### config.mk
export PLATFORM = sky130hd
export DESIGN_NAME = pred_result_gate
export DESIGN_NICKNAME = d
export VERILOG_FILES = /design/src/rtl/pred_result_gate.sv
export SDC_FILE = /design/constraint.sdc
export NUM_CORES = 1
export LEC_CHECK = 0
export ABC_AREA = 1
export BUFFER_PORTS_ARGS = -buffer_cell sky130_fd_sc_hd__buf_2
export CORE_ASPECT_RATIO = 0.6
export CORE_MARGIN = 2
export CORE_UTILIZATION = 52
export CTS_CLUSTER_SIZE = 25
export DETAILED_ROUTE_END_ITERATION = 10
export PLACE_DENSITY_LB_ADDON = 0.05
export SLEW_MARGIN = 40
export SYNTH_ARGS = -nofsm -noshare
export SYNTH_HDL_FRONTEND = slang
export SYNTH_SLANG_ARGS = --single-unit
### constraint.sdc
create_clock -name clk -period 2.45 [get_ports clk]
set_clock_uncertainty 0.2 [all_clocks]
set_input_delay 0.49 -clock clk [delete_from_list [all_inputs] [get_ports clk]]
set_output_delay 0.49 -clock clk [all_outputs]
set_load 0.02 [all_outputs]
### src/rtl/pred_result_gate.sv
module pred_result_gate #(
  parameter int DATA_W = 16,
  parameter int MAX_VL = 16,
  parameter int RIDX_W = 7,
  parameter int CIDX_W = 6,
  localparam int IW  = $clog2(MAX_VL),
  localparam int VLW = $clog2(MAX_VL + 1)
) (
  input  logic              clk,
  input  logic              rst_n,
  input  logic              start,
  input  logic [VLW-1:0]    vl,
  input  logic [RIDX_W-1:0] reg_base,
  input  logic [CIDX_W-1:0] cr_base,
  input  logic [MAX_VL-1:0] pmask,
  input  logic [1:0]        sel_bit,
  input  logic              inv,
  input  logic              rec,
  input  logic              cmp_only,
  input  logic              zero,
  input  logic              in_valid,
  output logic              in_ready,
  input  logic [DATA_W-1:0] in_data,
  input  logic [3:0]        in_cond,
  output logic              rf_we,
  output logic [RIDX_W-1:0] rf_idx,
  output logic [DATA_W-1:0] rf_wdata,
  output logic              cr_we,
  output logic [CIDX_W-1:0] cr_idx,
  output logic [3:0]        cr_wdata,
  output logic              done,
  output logic [VLW-1:0]    done_vl
);

  logic              busy_q;
  logic [IW-1:0]     cnt_q;
  logic [VLW-1:0]    vl_q;
  logic [RIDX_W-1:0] rb_q;
  logic [CIDX_W-1:0] cb_q;
  logic [MAX_VL-1:0] pm_q;
  logic [1:0]        sel_q;
  logic              inv_q, rec_q, cmp_q, zero_q;

  logic [VLW-1:0] vl_eff;
  assign vl_eff = (vl > VLW'(MAX_VL)) ? VLW'(MAX_VL) : vl;

  logic accept, last, pm, tbit, pass;
  assign in_ready = busy_q;
  assign accept   = busy_q && in_valid;
  assign last     = (VLW'(cnt_q) + VLW'(1)) == vl_q;
  assign pm       = pm_q[cnt_q];
  assign tbit     = cmp_q ? in_cond[1] : in_cond[2'd3 - sel_q];
  assign pass     = tbit ^ inv_q;

  always_ff @(posedge clk) begin
    if (!rst_n) begin
      busy_q   <= 1'b0;
      cnt_q    <= '0;
      vl_q     <= '0;
      rb_q     <= '0;
      cb_q     <= '0;
      pm_q     <= '0;
      sel_q    <= '0;
      inv_q    <= 1'b0;
      rec_q    <= 1'b0;
      cmp_q    <= 1'b0;
      zero_q   <= 1'b0;
      rf_we    <= 1'b0;
      rf_idx   <= '0;
      rf_wdata <= '0;
      cr_we    <= 1'b0;
      cr_idx   <= '0;
      cr_wdata <= '0;
      done     <= 1'b0;
      done_vl  <= '0;
    end else begin
      rf_we <= 1'b0;
      cr_we <= 1'b0;
      done  <= 1'b0;
      if (!busy_q) begin
        if (start) begin
          vl_q   <= vl_eff;
          rb_q   <= reg_base;
          cb_q   <= cr_base;
          pm_q   <= pmask;
          sel_q  <= sel_bit;
          inv_q  <= inv;
          rec_q  <= rec;
          cmp_q  <= cmp_only;
          zero_q <= zero;
          cnt_q  <= '0;
          if (vl_eff == '0) begin
            done    <= 1'b1;
            done_vl <= '0;
          end else begin
            busy_q <= 1'b1;
          end
        end
      end else if (accept) begin
        cr_we    <= pm && (rec_q || cmp_q);
        cr_idx   <= cb_q + CIDX_W'(cnt_q);
        cr_wdata <= in_cond;
        rf_idx   <= rb_q + RIDX_W'(cnt_q);
        if (!cmp_q) begin
          if (pm && pass) begin
            rf_we    <= 1'b1;
            rf_wdata <= in_data;
          end else if (zero_q) begin
            rf_we    <= 1'b1;
            rf_wdata <= '0;
          end
        end
        if (last) begin
          busy_q  <= 1'b0;
          done    <= 1'b1;
          done_vl <= vl_q;
          cnt_q   <= '0;
        end else begin
          cnt_q <= cnt_q + IW'(1);
        end
      end
    end
  end

  AST_MASKED_NO_CR: assert property (@(posedge clk) disable iff (!rst_n)
    (accept && !pm) |=> !cr_we);
  AST_RECORD_CR: assert property (@(posedge clk) disable iff (!rst_n)
    (accept && pm && (rec_q || cmp_q)) |=> (cr_we && cr_wdata == $past(in_cond)));
  AST_PASS_WRITES: assert property (@(posedge clk) disable iff (!rst_n)
    (accept && pm && pass && !cmp_q) |=> (rf_we && rf_wdata == $past(in_data)));
  AST_CMP_NO_DATA: assert property (@(posedge clk) disable iff (!rst_n)
    (accept && cmp_q) |=> !rf_we);
  AST_ZERO_FILL: assert property (@(posedge clk) disable iff (!rst_n)
    (accept && !cmp_q && zero_q && !(pm && pass)) |=> (rf_we && rf_wdata == '0));

endmodule

# ---- After elaboration in Yosys (flattened, before gate mapping)
# Cells that the tools add are included.
dict set report op_classes {
  add_sub_neg 5
  n_lt_le_gt_ge 3
  n_eq_ne 3
  muxes 29
  bitwise 5
  reduce_logical 15
}
# operator n
set ops {}
lappend ops {{$mux 16} 2}
lappend ops {{$mux 5} 6}
lappend ops {{$mux 4} 4}
lappend ops {{$mux 1} 15}
lappend ops {{$reduce_and 4->1} 2}
lappend ops {{$add 7x4->7} 1}
lappend ops {{$add 6x4->6} 1}
lappend ops {{$reduce_and 2->1} 3}
lappend ops {{$reduce_bool 2->1} 3}
lappend ops {{$add 4x1->5 const B} 1}
lappend ops {{$eq 5x5->1} 1}
lappend ops {{$gt 5x5->1 const B} 1}
lappend ops {{$logic_not 5->1} 1}
lappend ops {{$lt 4x5->1 const B} 1}
lappend ops {{$add 4x1->4 const B} 1}
lappend ops {{$bmux 1 s4} 1}
lappend ops {{$ne 2x1->1 const B} 2}
lappend ops {{$not 1->1} 4}
lappend ops {{$reduce_or 4->1} 1}
lappend ops {{$logic_and 1x1->1} 3}
lappend ops {{$lt 2x3->1 const B} 1}
lappend ops {{$reduce_and 3->1} 1}
lappend ops {{$bmux 1 s2} 1}
lappend ops {{$sub 2x2->2 const A} 1}
lappend ops {{other kinds (2)} 2}
dict set report totals {
  ff_bits 86
  in_bits 64
  output_inout_bits 42
  wordCells 79
}

# ---- Depth between registers and ports, before layout
# Gate-level depths: netlist of the first run.
dict set report logic_depth {
  depth_word 8
  mapped_depth 13
  mapped_depth_nobuf 12
}

# ---- Worst setup path after synthesis of the first run
# OpenSTA, ideal clock, no wires.
dict set report synth_path {
  path_kind {flip-flop to flip-flop}
  from {register cnt_q[1]}
  to {register rf_idx[6]}
  setup_time_ns 0.117
  t_arrival_ns 1.742
  t_required_ns 2.133
  slack_ns 0.391
  path_stages_with_launch 9
  n_path_buf 0
  period_less_slack_ns 2.059
  path_cell_list {dfxtp_1 > inv_1 > fa_1 > o21ai_0 > nand3_1 > nand2_1 > nand2_1 > o221ai_1 > inv_1}
}
dict set report synth_via {
  elab_chain_cells 1
}
# item line_no
set synth_rtl {}
lappend synth_rtl {{start: declaration} 36} ;# logic [IW-1:0] cnt_q;
lappend synth_rtl {{start signal: assignment} 119} ;# cnt_q <= cnt_q + IW'(1);
lappend synth_rtl {{$add 7x4->7} 103} ;# rf_idx <= rb_q + RIDX_W'(cnt_q);
lappend synth_rtl {{end signal: assignment} 103}
lappend synth_rtl {{end: declaration} 26} ;# output logic [RIDX_W-1:0] rf_idx,
# No other way between the ends.
# A chain may end at the register's enable or synchronous reset.

# ---- Worst setup path in the final report of the first run
dict set report layout_path {
  from {register cnt_q[0]}
  to {register done_vl[2]}
}
dict set report layout_via {
  elab_chain_cells 4
}
# item line_no
set layout_rtl {}
lappend layout_rtl {{$add 4x1->5} 50} ;# assign last = (VLW'(cnt_q) + VLW'(1)) == vl_q;
lappend layout_rtl {{$eq 5x5->1} 50}
lappend layout_rtl {{$ne 2x1->1 (no source line)} n/a}
lappend layout_rtl {{$reduce_and 4->1 (no source line)} n/a}
lappend layout_rtl {{end signal: assignment} 116} ;# done_vl <= vl_q;
lappend layout_rtl {{end: declaration} 32} ;# output logic [VLW-1:0] done_vl
# No other way between the ends.

==> impl_results.md, run 1 <==
- CTS Buf Count: 9
- Clock sink count: 86
- Synth Instances: 509
- Least-Margin Pin Slew: 0.6749 ns
- YS warnings: 0
- Port bufs: 105
- Clk_lat worst skew: 0.33 ns
- CORE AREA: 7177 sq um
- Vias in the first global route: 3319
- Final GP Congestion: 0.8931
- CTS root buf: clkbuf_16
- Final period utilization: 87.47%
- CP Class: reg -> reg
- Top Ports: 106
- CP endpoint kind: register
- Setup TNS: 0 ns
- Hold buffers post-CTS: 0
- Die Area: 8030 sq um
- Status: finished clean
- Via density: 5.045
- Pre-Repair DR Iteration Count: 4
- Row cnt: 24
- Sequential area share after synthesis: 45.31%
- Post-CTS resize count: 0
- Post-route cell area: 4658 sq um
- CP Launch Type: register
- Longest Clk Path Bufs: 2
- First-pass GRT wire length: 15.51 mm
- Antenna fix cells: 0
- Tmin final: 2.143 ns
- Hold WC Path Type: in -> reg
- Initial antenna violation count: 0
- All-Layer GR Usage: 24.44%
- Leak pwr: 2.279 nW
- Post-placement cell area: 4395 sq um
- Largest net degree at the start of global routing: 61
- Die X: 114.4 microns
- Pwr dens: 678.7 nW/um^2
- #FFs+latches synth: 86
- Layout cells sized above 1: 22.76%
- Slew Viols, Final: 0
- Syn avg cell area: 7.465 sq um
- Critical path data required time: 2.47 ns
- Nets: 685
- # DRC: 0
- Crit-path max FO: 15
- Initial core utilization: 52.95%
- Syn Nets: 584
- Arr. time, crit path: 2.17 ns
- Hold_ws: 0.1778 ns
- RSZ-0062 raised after global routing: no
- Area growth from synthesis to layout: 22.59%
- Via count: 3562
- Setup Viol. Count Final: 0
- Post-DP HPWL: 6.548 mm
- Post-route ant nets: 0
- Fillers: 659
- Die Ht: 70.22 microns
- Fmax: 466.7 MHz
- Syn Std Cell Area: 3800 sq um
- Yosys cell types: 36
- Worst ir drop on vdd: 0.0005068 V
- R2R Setup Slk: 0.31 ns
- Pre-CTS setup slack: 0.3353 ns
- Grt ovf: 0
- Final WL: 9.019 mm
- CTS tree: done
- Maxcap violations: 0
- H-tree levels: 3
- Final Hold Vio Count: 0
- DR iter-0 viols: 190
- DR WL/cell: 12.77 microns
- Clk slew on worst S/H paths: 0.06 ns
- Postcts setup bufs: 0
- Relative slew margins: 54.59%
- Final worst slack: 0.3071 ns
## layout by cell type (no fill, tap or decap), types with 10 or more instances in the layout
cell type	Yosys	layout
nor2_1	47	47
buf_4	0	10
a21oi_1	62	62
buf_2	3	105
inv_1	55	54
nand3_1	45	45
o21ai_0	55	55
dfxtp_1	86	86
nand2_1	88	88
## area by class of cell
| cell class | count | area, sq um | area share [%] |
|---|---|---|---|
| multi-input combinational | 339 | 1722 | 36.96 |
| timing repair buffer | 116 | 620.6 | 13.32 |
| sequential | 86 | 1722 | 36.96 |
| inverter | 58 | 217.7 | 4.674 |
| tap | 91 | 113.9 | 2.444 |
| clock inverter | 1 | 5.005 | 0.1074 |
| clock buffer | 15 | 257.7 | 5.533 |
## synthesized netlist by cell type (all sizes together)
master	n	area, sq um
nor2	48	182.7
or2	1	6.260
nand3b	1	7.510
o21ai	58	301.5
inv	58	217.7
a21oi	63	319.1
o211ai	2	15.01
nand4	1	6.260
ha	9	112.6
nor4	1	6.260
nand3	46	235.2
buf	7	56.29
fa	2	40.04
dfxtp	86	1722
a22oi	1	7.510
nor3	2	15.01
nand2	91	354.1
xnor2	2	17.52
a211oi	1	7.510
clkbuf	19	82.57
o221ai	1	8.760
xor2	9	78.83
## flip-flops by register name, summed over array words and instances, names as in the netlist, 2 cells and up
name	cells
pm_q	16
rf_wdata	16
rb_q	7
rf_idx	7
cb_q	6
cr_idx	6
done_vl	5
vl_q	5
cnt_q	4
cr_wdata	4
sel_q	2
## per-layer routing
layer | wire length [microns] | up-vias | GRT usage, %
met4 | 44 | 0 | 5.691
met3 | 488 | 5 | 6.597
li1 | - | 1857 | -
met1 | 4538 | 1613 | 34.92
met2 | 3948 | 87 | 36.97
met5 | 0 | - | 0
## cell families (layout without fill, tap and decap cells)
| logic type | count (synthesis) | in the layout | share of synthesized area (%) |
|---|---|---|---|
| AND/OR/NAND/NOR | 191 | 191 | 21.40 |
| flip-flops | 86 | 86 | 45.31 |
| adder cells (fa/ha/maj) | 11 | 11 | 4.017 |
| AO/OA/AOI/OAI | 126 | 126 | 17.35 |
| XOR/XNOR | 11 | 11 | 2.536 |
| buffers and inverters | 84 | 190 | 9.384 |
## worst paths after layout
path,start,end,cells after the start
min,sel_bit[1],sel_q[1],3
min reg2reg,pm_q[14],pm_q[14],2
max reg2reg,cnt_q[0],done_vl[2],13
max,cnt_q[0],done_vl[2],13
## critical path, cell delays in order, from the launching register on
cell and delay, ns:
dfxtp_1 0.33, buf_4 0.21, ha_1 0.22, inv_1 0.06
nand2_1 0.08, nand2_1 0.07, nand2_1 0.06, nand3_1 0.07
nor3_2 0.12, nand3_2 0.16, o21ai_4 0.23, inv_2 0.10
nand2_1 0.06, nand2_1 0.05
## through the flow
step                      util, %  power [W]  cells
after floorplan                 -   0.001825    509
after global placement      61.24   0.001960    690
after detailed placement    61.24   0.001972    690
after CTS                   64.91   0.003194    706
after global routing        64.91   0.003321    706
final                       64.91   0.003162    706
## power breakdown
group | switching [W] | internal [W] | total (W) | leakage [nW]
clock network | 0.000505 | 0.000715 | 0.00122 | 0.128
registers | 0.0000407 | 0.00148 | 0.00152 | 0.704
logic | 0.000266 | 0.000156 | 0.000422 | 1.45
Note: power is estimated with default switching activity, not from simulation.
==> inputs of run 2 (changes only) <==
--- a/config.mk
+++ b/config.mk
@@ -8,8 +8,7 @@
 export ABC_AREA = 1
 export BUFFER_PORTS_ARGS = -buffer_cell sky130_fd_sc_hd__buf_2
 export CORE_ASPECT_RATIO = 0.6
-export CORE_MARGIN = 2
-export CORE_UTILIZATION = 52
+export CORE_UTILIZATION = 45
 export CTS_CLUSTER_SIZE = 25
 export DETAILED_ROUTE_END_ITERATION = 10
 export PLACE_DENSITY_LB_ADDON = 0.05
==> run 2 against run 1 <==
Critical path depth decreased by 3. Core utilization decreased by 6.2 points. Via count decreased by 0.48%. Die area increased by 9.9%. Sequential share of layout area decreased by 0.45 points. Flip-flop and latch count unchanged. Hold slack about the same. Non-clock buffer count increased by 2. Global-route usage decreased by 1.9 points. First-iteration DRC count increased by 27%. Largest power group unchanged.
==> impl_results.md, run 2 (same netlist as run 1, synthesis figures left out) <==
- Hold WC Path Type: in -> reg
- CORE AREA: 8039 sq um (+12%)
- Sequential Power Share: 46.6% (-1.4 points)
- Longest Clk Path Bufs: 2 (unchanged)
- # DRC: 0 (unchanged)
- Met3 wire len: 479 microns (-1.8%)
- Power after layout: 0.003260 W (+3.1%)
- Worst ir drop on vdd: 0.0004776 V (-5.8%)
- Met2 Wirelength: 3.978 mm (+0.76%)
- Area growth from synthesis to layout: 24.10%
- Net Sw Frac: 25.69% (about the same)
- CTS root buf: clkbuf_16
- Clk_lat worst skew: 0.34 ns (about the same)
- Post-CTS resize count: 0 (unchanged)
- DR iter-0 viols: 241 (+27%)
- Clk network pwr share: 40.4% (+1.8 points)
- Initial antenna violation count: 0 (unchanged)
- Tmin final: 2.163 ns (+0.02058 ns)
- Final Hold Vio Count: 0 (unchanged)
- Clock sink count: 86 (unchanged)
- Final WL: 9.319 mm (+3.3%)
- Grt ovf: 0 (unchanged)
- Net Sw Power: 0.0008377 W (+3.1%)
- Hold EP: sel_q[1]
- Setup TNS: 0 ns (unchanged)
- Via density: 4.890 (-3.1%)
- CTS tree: done
- Top Ports: 106 (unchanged)
- Maxcap violations: 0 (unchanged)
- Critical path data required time: 2.48 ns (about the same)
- Int Pwr: 0.002423 W (+3.1%)
- Layout cells sized above 1: 23.18% (+0.41 points)
- Antenna fix cells: 0 (unchanged)
- Pwr dens: 691.4 nW/um^2 (+1.9%)
- R2R Setup Slk: 0.29 ns (-0.02 ns)
- Hold buffers post-CTS: 0 (unchanged)
- Largest net degree at the start of global routing: 45 (-26%)
- Worst hold stages: 3 (unchanged)
- Leak pwr: 2.298 nW (+0.83%)
- Clk slew on worst S/H paths: 0.06 ns (about the same)
- CP Launch Type: register
- DR top layer: met4
- Die Ht: 73.18 microns (+4.2%)
- Status: finished clean
- Crit-path max FO: 7 (-8)
- Row cnt: 25 (+4.2%)
- Vias in the first global route: 3202 (-3.5%)
- Final worst slack: 0.2865 ns (-0.02058 ns)
- Pre-Repair DR Iteration Count: 4 (unchanged)
- Worst R2R End: done_vl[2]
- RSZ-0062 raised after global routing: no
- Most frequent cells in the layout: buf_2 (105), nand2_1 (88), dfxtp_1 (86), a21oi_1 (62)
- CP Class: reg -> reg
- DR WL/cell: 12.85 microns (+0.62%)
- Die X: 120.6 microns (+5.5%)
- Final period utilization: 88.31% (+0.84 points)
- Least-Margin Pin Slew: 0.5190 ns (-0.1559 ns)
- Post-DP HPWL: 6.830 mm (+4.3%)
- Reg2reg start: cnt_q[1]
- Min-Delay Startpoint: sel_bit[1]
- Nets: 687 (+0.29%)
- Via count: 3545 (-0.48%)
- Fillers: 776 (+18%)
- Fmax: 462.2 MHz (-0.95%)
- Wl on met1: 4.793 mm (+5.6%)
- First-pass GRT wire length: 15.24 mm (-1.8%)
- Port bufs: 105 (unchanged)
- Logic pwr share: 13.0% (-0.4 points)
- Commonest non-fill, non-tap cell in the layout: buf_2
- Setup Viol. Count Final: 0 (unchanged)
- Final GP Congestion: 0.8446 (-5.4%)
- Arr. time, crit path: 2.19 ns (+0.02 ns)
- Slew Viols, Final: 0 (unchanged)
- R2R depth: 10 (-3)
- Die Area: 8828 sq um (+9.9%)
- Post-route ant nets: 0 (unchanged)
- Initial core utilization: 47.27% (-5.7 points)
- CTS Buf Count: 9 (unchanged)
- CP endpoint kind: register
- Pre-CTS setup slack: 0.3121 ns (-0.02311 ns)
- Relative slew margins: 65.08% (+10 points)
- H-tree levels: 3 (unchanged)
- Postcts setup bufs: 0 (unchanged)
- Largest regs: pm_q (16), rf_wdata (16)
- All-Layer GR Usage: 22.52% (-1.9 points)
==> run 2: through the flow <==
| stage | utilization, % | std cells | instance area, sq um | hold slack, ns |
|---|---|---|---|---|
| 2_1_floorplan | - | 509 | 3800 | 0.2292 |
| 3_3_place_gp | 55.13 | 709 | 4432 | 0.2455 |
| 3_5_place_dp | 55.13 | 709 | 4432 | 0.2487 |
| 4_1_cts | 58.66 | 725 | 4716 | 0.1702 |
| 5_1_grt | 58.66 | 725 | 4716 | 0.1778 |
| 6_report | 58.66 | 725 | 4716 | 0.1776 |
==> run 2: worst max path at each step <==
stage / from / to / slack, ns / cells past startpoint
after floorplan: cnt_q[1] / rf_idx[6] / 0.39 / 8
after global placement: cnt_q[0] / done_vl[4] / 0.41 / 10
after detailed placement: cnt_q[1] / done_vl[2] / 0.31 / 10
after CTS: cnt_q[1] / done_vl[2] / 0.30 / 10
after global routing: cnt_q[1] / done_vl[3] / 0.05 / 13
final: cnt_q[1] / done_vl[2] / 0.29 / 10
==> run 2: final cells by class <==
type / instances / area (sq um) / share of cell area, %
timing repair buffer: 118 / 635.6 / 13.48
clock buffer: 12 / 236.5 / 5.015
sequential: 86 / 1722 / 36.51
multi-input combinational: 339 / 1722 / 36.51
tap: 108 / 135.1 / 2.865
clock inverter: 4 / 47.55 / 1.008
inverter: 58 / 217.7 / 4.617
==> run 2: worst max-delay path, stage by stage, from the launching register on <==
cell and delay (ns):
dfxtp_1 0.41, buf_4 0.18, ha_1 0.19, nand3_1 0.12
xor2_1 0.18, nor3_2 0.17, nand3_2 0.16, o21ai_4 0.23
inv_2 0.10, nand2_1 0.07, nand2_1 0.05
==> run 2: power by group through the flow <==
| stage | combinational, W | sequential (W) | clock, W |
|---|---|---|---|
| after floorplan | 0.000256 | 0.00157 | 0 |
| after global routing | 0.000481 | 0.00153 | 0.00140 |
| after CTS | 0.000426 | 0.00152 | 0.00135 |
| final | 0.000424 | 0.00152 | 0.00132 |
| after global placement | 0.000417 | 0.00155 | 0 |
| after detailed placement | 0.000424 | 0.00155 | 0 |
==> run 2: routing by layer <==
metal | global-route usage, % | vias to the layer above
li1 | - | 1855
met1 | 31.30 | 1604
met2 | 34.48 | 80
met3 | 5.469 | 6
met4 | 7.407 | 0
met5 | 0 | -
